[src/rtl/acu_pkg.sv]
package acu_pkg;
  localparam int unsigned OP_W  = 16;
  localparam int unsigned ACC_W = 32;
  localparam int unsigned SH_W  = $clog2(OP_W) + 1;
  localparam int unsigned IMM_W = OP_W / 2;

  typedef enum logic [3:0] {
    M_ADD, M_LONG, M_SH16, M_IMM8, M_ADDC, M_ADDS, M_ADDT, M_ABS, M_NONE
  } acu_mode_e;

  typedef struct packed {
    acu_mode_e       mode;
    logic [SH_W-1:0] shift;
    logic            illegal;
  } acu_dec_t;

  function automatic logic [ACC_W-1:0] f_widen(input logic [OP_W-1:0] d, input logic zext);
    return zext ? {{(ACC_W-OP_W){1'b0}}, d} : {{(ACC_W-OP_W){d[OP_W-1]}}, d};
  endfunction

  function automatic logic [ACC_W-1:0] f_scale(input logic [ACC_W-1:0] v, input logic [SH_W-1:0] sh);
    return v << sh;
  endfunction

  // returns {carry, overflow, sum}
  function automatic logic [ACC_W+1:0] f_add(input logic [ACC_W-1:0] a, input logic [ACC_W-1:0] b,
                                             input logic cin);
    logic [ACC_W:0] s;
    logic           v;
    s = {1'b0, a} + {1'b0, b} + {{ACC_W{1'b0}}, cin};
    v = (a[ACC_W-1] == b[ACC_W-1]) && (s[ACC_W-1] != a[ACC_W-1]);
    return {s[ACC_W], v, s[ACC_W-1:0]};
  endfunction

  // returns {overflow, magnitude}
  function automatic logic [ACC_W:0] f_abs(input logic [ACC_W-1:0] a);
    logic [ACC_W-1:0] most_neg;
    most_neg = {1'b1, {(ACC_W-1){1'b0}}};
    if (a == most_neg) return {1'b1, ~most_neg};
    if (a[ACC_W-1])    return {1'b0, (~a) + 1'b1};
    return {1'b0, a};
  endfunction
endpackage

[src/rtl/acu_decode.sv]
module acu_decode
  import acu_pkg::*;
(
  input  logic [OP_W-1:0]  op_i,
  input  logic [SH_W-2:0]  treg_i,
  output acu_dec_t         dec_o
);
  always_comb begin
    dec_o.mode    = M_NONE;
    dec_o.shift   = '0;
    dec_o.illegal = 1'b0;
    if (op_i[15:12] == 4'b0010) begin
      dec_o.mode  = M_ADD;
      dec_o.shift = {1'b0, op_i[11:8]};
    end else if (op_i[15:4] == 12'hBF9) begin
      dec_o.mode  = M_LONG;
      dec_o.shift = {1'b0, op_i[3:0]};
    end else if (op_i == 16'hBE00) begin
      dec_o.mode  = M_ABS;
    end else begin
      unique case (op_i[15:8])
        8'h60: dec_o.mode = M_ADDC;
        8'h61: begin
          dec_o.mode  = M_SH16;
          dec_o.shift = SH_W'(OP_W);
        end
        8'h62: dec_o.mode = M_ADDS;
        8'h63: begin
          dec_o.mode  = M_ADDT;
          dec_o.shift = {1'b0, treg_i};
        end
        8'hB8: dec_o.mode = M_IMM8;
        default: dec_o.illegal = 1'b1;
      endcase
    end
  end
endmodule

[src/rtl/acu_shifter.sv]
module acu_shifter
  import acu_pkg::*;
(
  input  logic [OP_W-1:0]  data_i,
  input  logic             zext_i,
  input  logic [SH_W-1:0]  shift_i,
  output logic [ACC_W-1:0] addend_o
);
  always_comb addend_o = f_scale(f_widen(data_i, zext_i), shift_i);
endmodule

[src/rtl/acu_alu.sv]
module acu_alu
  import acu_pkg::*;
(
  input  logic [ACC_W-1:0] acc_i,
  input  logic [ACC_W-1:0] addend_i,
  input  logic             cin_i,
  input  logic             abs_i,
  output logic [ACC_W-1:0] res_o,
  output logic             carry_o,
  output logic             ovf_o
);
  logic [ACC_W+1:0] add_r;
  logic [ACC_W:0]   abs_r;

  always_comb begin
    add_r = f_add(acc_i, addend_i, cin_i);
    abs_r = f_abs(acc_i);
    if (abs_i) begin
      res_o   = abs_r[ACC_W-1:0];
      carry_o = 1'b0;
      ovf_o   = abs_r[ACC_W];
    end else begin
      res_o   = add_r[ACC_W-1:0];
      carry_o = add_r[ACC_W+1];
      ovf_o   = add_r[ACC_W];
    end
  end
endmodule

[src/rtl/acc_add_unit.sv]
module acc_add_unit
  import acu_pkg::*;
(
  input  logic              clk,
  input  logic              rst_n,
  input  logic              op_valid,
  input  logic [OP_W-1:0]   op_word,
  input  logic [OP_W-1:0]   mem_data,
  input  logic              ext_valid,
  input  logic [OP_W-1:0]   ext_word,
  input  logic              sxm_en,
  input  logic [SH_W-2:0]   treg_shift,
  output logic [ACC_W-1:0]  acc,
  output logic              carry,
  output logic              ovf,
  output logic              illegal
);
  localparam logic [ACC_W-1:0] ACC_MIN = {1'b1, {(ACC_W-1){1'b0}}};
  localparam logic [ACC_W-1:0] ACC_MAX = ~ACC_MIN;

  logic [ACC_W-1:0] acc_q;
  logic             carry_q, ovf_q, illegal_q, wait_q;
  logic [SH_W-2:0]  pend_shift_q;

  acu_dec_t         dec;
  logic             take_op, fire_single, fire_second, exec_fire;
  logic             ev_illegal, ev_long_start, ev_abs;
  acu_mode_e        exec_mode;
  logic [SH_W-1:0]  exec_shift;
  logic [OP_W-1:0]  exec_data;
  logic             exec_zext, exec_cin;
  logic [ACC_W-1:0] addend, alu_res;
  logic             alu_c, alu_v;

  acu_decode u_dec (.op_i(op_word), .treg_i(treg_shift), .dec_o(dec));

  // named events, also used by the assertions
  always_comb begin
    take_op       = op_valid && !wait_q;
    fire_second   = wait_q && ext_valid;
    ev_illegal    = take_op && dec.illegal;
    ev_long_start = take_op && !dec.illegal && (dec.mode == M_LONG);
    fire_single   = take_op && !dec.illegal && (dec.mode != M_LONG);
    exec_fire     = fire_single || fire_second;
    exec_mode     = fire_second ? M_LONG : dec.mode;
    ev_abs        = fire_single && (exec_mode == M_ABS);
  end

  always_comb begin
    exec_shift = fire_second ? {1'b0, pend_shift_q} : dec.shift;
    if (fire_second)                exec_data = ext_word;
    else if (exec_mode == M_IMM8)   exec_data = {{(OP_W-IMM_W){1'b0}}, op_word[IMM_W-1:0]};
    else                            exec_data = mem_data;
    exec_zext = !sxm_en || (exec_mode == M_ADDS) || (exec_mode == M_IMM8);
    exec_cin  = (exec_mode == M_ADDC) && carry_q;
  end

  acu_shifter u_shf (.data_i(exec_data), .zext_i(exec_zext), .shift_i(exec_shift),
                     .addend_o(addend));

  acu_alu u_alu (.acc_i(acc_q), .addend_i(addend), .cin_i(exec_cin),
                 .abs_i(exec_mode == M_ABS), .res_o(alu_res), .carry_o(alu_c), .ovf_o(alu_v));

  always_ff @(posedge clk) begin
    if (!rst_n) begin
      acc_q        <= '0;
      carry_q      <= 1'b0;
      ovf_q        <= 1'b0;
      illegal_q    <= 1'b0;
      wait_q       <= 1'b0;
      pend_shift_q <= '0;
    end else begin
      illegal_q <= ev_illegal;
      if (exec_fire) begin
        acc_q   <= alu_res;
        carry_q <= alu_c;
        ovf_q   <= alu_v;
      end
      if (ev_long_start) begin
        wait_q       <= 1'b1;
        pend_shift_q <= dec.shift[SH_W-2:0];
      end else if (fire_second) begin
        wait_q <= 1'b0;
      end
    end
  end

  assign acc     = acc_q;
  assign carry   = carry_q;
  assign ovf     = ovf_q;
  assign illegal = illegal_q;

  AST_ILLEGAL_NO_EFFECT: assert property (@(posedge clk) disable iff (!rst_n)
    ev_illegal |=> $stable(acc_q) && $stable(carry_q) && $stable(ovf_q) && illegal_q);
  AST_LONG_ENTERS_WAIT: assert property (@(posedge clk) disable iff (!rst_n)
    ev_long_start |=> wait_q && $stable(acc_q) && !illegal_q);
  AST_WAIT_HOLDS: assert property (@(posedge clk) disable iff (!rst_n)
    wait_q && !ext_valid |=> wait_q && $stable(acc_q) && !illegal_q);
  AST_ABS_NONNEG: assert property (@(posedge clk) disable iff (!rst_n)
    ev_abs |=> !acc_q[ACC_W-1] && !carry_q);
  AST_ABS_MOST_NEG: assert property (@(posedge clk) disable iff (!rst_n)
    ev_abs && (acc_q == ACC_MIN) |=> (acc_q == ACC_MAX) && ovf_q);
  AST_NO_OVERFLOW: assert property (@(posedge clk) disable iff (!rst_n)
    exec_fire && (exec_mode != M_ABS) && (acc_q[ACC_W-1] != addend[ACC_W-1]) |=> !ovf_q);
endmodule

[config.mk]
export PLATFORM = sky130hd
export DESIGN_NAME = acc_add_unit
export DESIGN_NICKNAME = d
export VERILOG_FILES = /design/src/rtl/acu_pkg.sv /design/src/rtl/acu_decode.sv /design/src/rtl/acu_shifter.sv /design/src/rtl/acu_alu.sv /design/src/rtl/acc_add_unit.sv
export SDC_FILE = /design/constraint.sdc
export NUM_CORES = 1
export LEC_CHECK = 0
export BUFFER_PORTS_ARGS = -buffer_cell sky130_fd_sc_hd__buf_2
export CAP_MARGIN = 5
export CORE_MARGIN = 5
export CORE_UTILIZATION = 45
export CTS_BUF_LIST = sky130_fd_sc_hd__clkbuf_4
export DETAILED_ROUTE_END_ITERATION = 16
export GPL_TIMING_DRIVEN = 1
export PLACE_DENSITY = 0.75
export SETUP_SLACK_MARGIN = 0.5
export SLEW_MARGIN = 20
export SYNTH_ARGS = -nofsm -noshare
export SYNTH_HDL_FRONTEND = slang
export SYNTH_SLANG_ARGS = --single-unit
[constraint.sdc]
create_clock -name clk -period 5.16 [get_ports clk]
set_input_delay 0.516 -clock clk [delete_from_list [all_inputs] [get_ports clk]]
set_output_delay 0.516 -clock clk [all_outputs]
set_load 0.01 [all_outputs]
==> impl_metrics.env <==
export IMPL_drtAntennaViolNets=0
export IMPL_min_path_type="input pin to flip-flop"
export IMPL_cp_slowest_cell="or4_4"
export IMPL_io_pin_count=92
export IMPL_portBuffers=91
export IMPL_startpoint_type="input pin"
export IMPL_synth_seq_cells=40
export IMPL_clkSinkCount=40
export IMPL_final_setup_skew_ps=42.2
export IMPL_grt_pass1_wl_microns=39600
export IMPL_reg2reg_from="wait_q"
export IMPL_path_class="input pin to flip-flop"
export IMPL_tns_ps=0
export IMPL_hold_violations=0
export IMPL_clock_latency_ps=430
export IMPL_wl_per_cell_microns=20.5
export IMPL_synth_compound_area_share_pct=38.0
export IMPL_antenna_found_initial=0
export IMPL_grt_usage_pct=30.5
export IMPL_fin_area_sq_um=8800
export IMPL_ys_seq_area_share_pct=13.5
export IMPL_synthMuxAreaShare_pct=5.64
export IMPL_syn_cell_area_sq_um=5950
export IMPL_netlist_instances=848
export IMPL_path_buf_inv=2
export IMPL_synth_fa_ha_area_share_pct=7.40
export IMPL_viasPerCell=6.47
export IMPL_dpl_cell_area_sq_um=7860
export IMPL_fp_coreArea_sq_um=13100
export IMPL_yosysWarnings=0
export IMPL_grt_overflow=0
export IMPL_synth_xor_area_share_pct=3.68
export IMPL_drive_gt1_share_pct=38.7
export IMPL_yosys_area_share_simple_pct=27.8
export IMPL_crit_path_max_fanout=4
export IMPL_endpoint_kind="flip-flop"
export IMPL_slew_headroom_pct=28.4
export IMPL_synth_top_family_by_area="compound AO/OA/AOI/OAI gates"
export IMPL_die_x_microns=125
export IMPL_period_minus_slack_ps=4790
export IMPL_slew_viol_final=0
export IMPL_cpPeakStageDelay_ps=570
export IMPL_dr_pass1_iters=5
export IMPL_routed_wl_microns=26200
export IMPL_final_setup_viol_count=0
export IMPL_synth_common_cells="100 x nor2_1, 71 x nand2_1, 70 x a21oi_1"
export IMPL_clockBufferDepth=2
export IMPL_rows=42
export IMPL_die_area_sq_um=15600
export IMPL_grt_pass1_vias=7464
export IMPL_worst_slew_pin_slew_ps=1070
export IMPL_fin_cells=1275
export IMPL_num_nets_final=1189
export IMPL_outcome="finished, final reports clean"
export IMPL_powerDensity_nw_per_um2=125
export IMPL_final_period_utilization_pct=92.9
export IMPL_max_cap_violations=0
export IMPL_synth_cell_types=82
export IMPL_synth_most_common_cell="nor2_1"
export IMPL_cp_startpoint="op_word[14]"
export IMPL_cts_tree="yes"
export IMPL_critical_path_top_delay_family="compound AO/OA/AOI/OAI gates"
export IMPL_htreeDepth=2
export IMPL_drc=0
export IMPL_postCtsHoldBufs=0
export IMPL_cts_buffers=5
export IMPL_place_inst=1232
export IMPL_gp_congestion=1.04
export IMPL_synth_top_area_cell="dfxtp_1"
export IMPL_async_flop_share_pct=0
export IMPL_start_util_pct=45.5
export IMPL_clock_fmax_ghz=0.209
export IMPL_crit_chain="buf_8 > nand3b_1 > or4_4 > o211ai_1 > buf_4 > mux2_4 > o211ai_1 > mux2i_1 > mux2_4 > o21ai_4 > nor2_4 > ha_4 > nand3_4 > or4b_4 > o41a_1 > a21oi_2 > o311ai_4 > o21bai_1 > o32a_1 > o221ai_1 > o211a_1"
export IMPL_peakVddDrop_uv=209
export IMPL_root_buffer="clkbuf_4"
export IMPL_syn_area_per_cell_sq_um=7.01
export IMPL_worstPathRequired_ps=5510
export IMPL_rsz0062_at_grt="yes"
export IMPL_synth_ff_type="dfxtp_1"
export IMPL_num_antenna_cells=0
export IMPL_syn_to_final_growth_pct=48.0
export IMPL_synth_edff_count=0
export IMPL_leakagePower_nw=4.02
export IMPL_dp_final_hpwl_microns=19200
export IMPL_synth_area_leaders="dfxtp_1 13%, ha_1 6.7%, nor2_1 6.3%, a21oi_1 5.9%, nand2_1 4.5%"
export IMPL_clk_pin_slew_ps=170
export IMPL_die_h_microns=125
export IMPL_synth_nets=939
export IMPL_vias=8243
export IMPL_netlist_area_leader_share_pct=13.5
export IMPL_arrival_ps=5150
export IMPL_grt_max_degree=33
export IMPL_hp_start="ext_valid"
export IMPL_first_iter_violations=971
-- logic make-up after synthesis --
logic type	after synthesis
adders and majority gates	34
and+or+nand+nor	326
muxes	31
DFF	40
xor gates and xnor gates	25
buffers and inverters	62
AOI/OAI and AO/OA	330
-- state kept, by name, indices dropped and copies added, names as in the netlist --
register / count
acc: 32
pend_shift_q: 4
carry: 1
illegal: 1
ovf: 1
wait_q: 1
-- worst register-to-register path, cell delays in order (launching register included) --
cell	delay [ps]
dfxtp_1	360
and2_1	170
buf_12	160
nor4_1	290
buf_4	180
and2_1	190
a211o_4	200
mux2i_2	100
mux4_2	510
buf_6	140
nor2_4	110
nor2_4	50
ha_4	300
nand3_4	80
or4b_4	480
o41a_1	170
a21oi_2	250
o311ai_4	140
o21bai_1	180
o32a_1	170
o221ai_1	90
o211a_1	170
-- path summary, 6_finish.rpt --
check               endpoint  slack (ps)  depth (start not counted)
max                  acc[31]         370                         21
min reg2reg  pend_shift_q[2]         480                          2
max reg2reg          acc[31]         570                         21
min                   wait_q         430                          3
-- layout by cell type, fill, tap and decap left out, types with 23 or more instances in the layout --
cell and n:
dfxtp_1 40, a21o_1 24, o21ai_0 34, nor2_1 94, o21ai_1 23, a21oi_1 62
ha_1 25, buf_4 186, buf_2 85, nand2_1 67
-- per-stage QoR --
stage / util (%) / setup WS (ps) / total power [mW] / hold slack (ps)
after global placement: 60.0 / -92.6 / 0.822 / 461
after CTS: 63.0 / 472 / 1.03 / 427
final: 67.3 / 367 / 1.10 / 433
after floorplan: - / 326 / 0.623 / 448
after global routing: 67.3 / 140 / 1.15 / 449
after detailed placement: 60.0 / -132 / 0.825 / 463
-- layout make-up --
type | count | area, sq um
Sequential cell | 40 | 801
Clock inverter | 3 | 13.8
Clock buffer | 5 | 37.5
Tap cell | 176 | 220
Timing Repair Buffer | 290 | 2080
Multi-Input combinational cell | 746 | 5600
Inverter | 15 | 56.3
Fill cell | 1073 | 4280
-- report_power, final --
part | internal, mW | switching (mW)
clock | 0.0501 | 0.133
sequential | 0.316 | 0.0163
combinational | 0.276 | 0.309
total | 0.642 | 0.459
-- layer usage --
metal	GRT usage, %	share of wire (%)	vias up	wire (microns)
met5	0	0	-	0
met4	7.91	2.8	0	724
met2	46.4	45	499	11700
li1	-	-	3810	-
met1	43.6	42	3854	11100
met3	6.91	10	80	2660
-- repair_timing --
item	4_1_cts	5_1_grt
setup buffers	19	16
setup endpoints to repair	16	22
pin swaps	39	53
resized for setup	44	92
No activity file was read; power rests on OpenSTA's default activity.
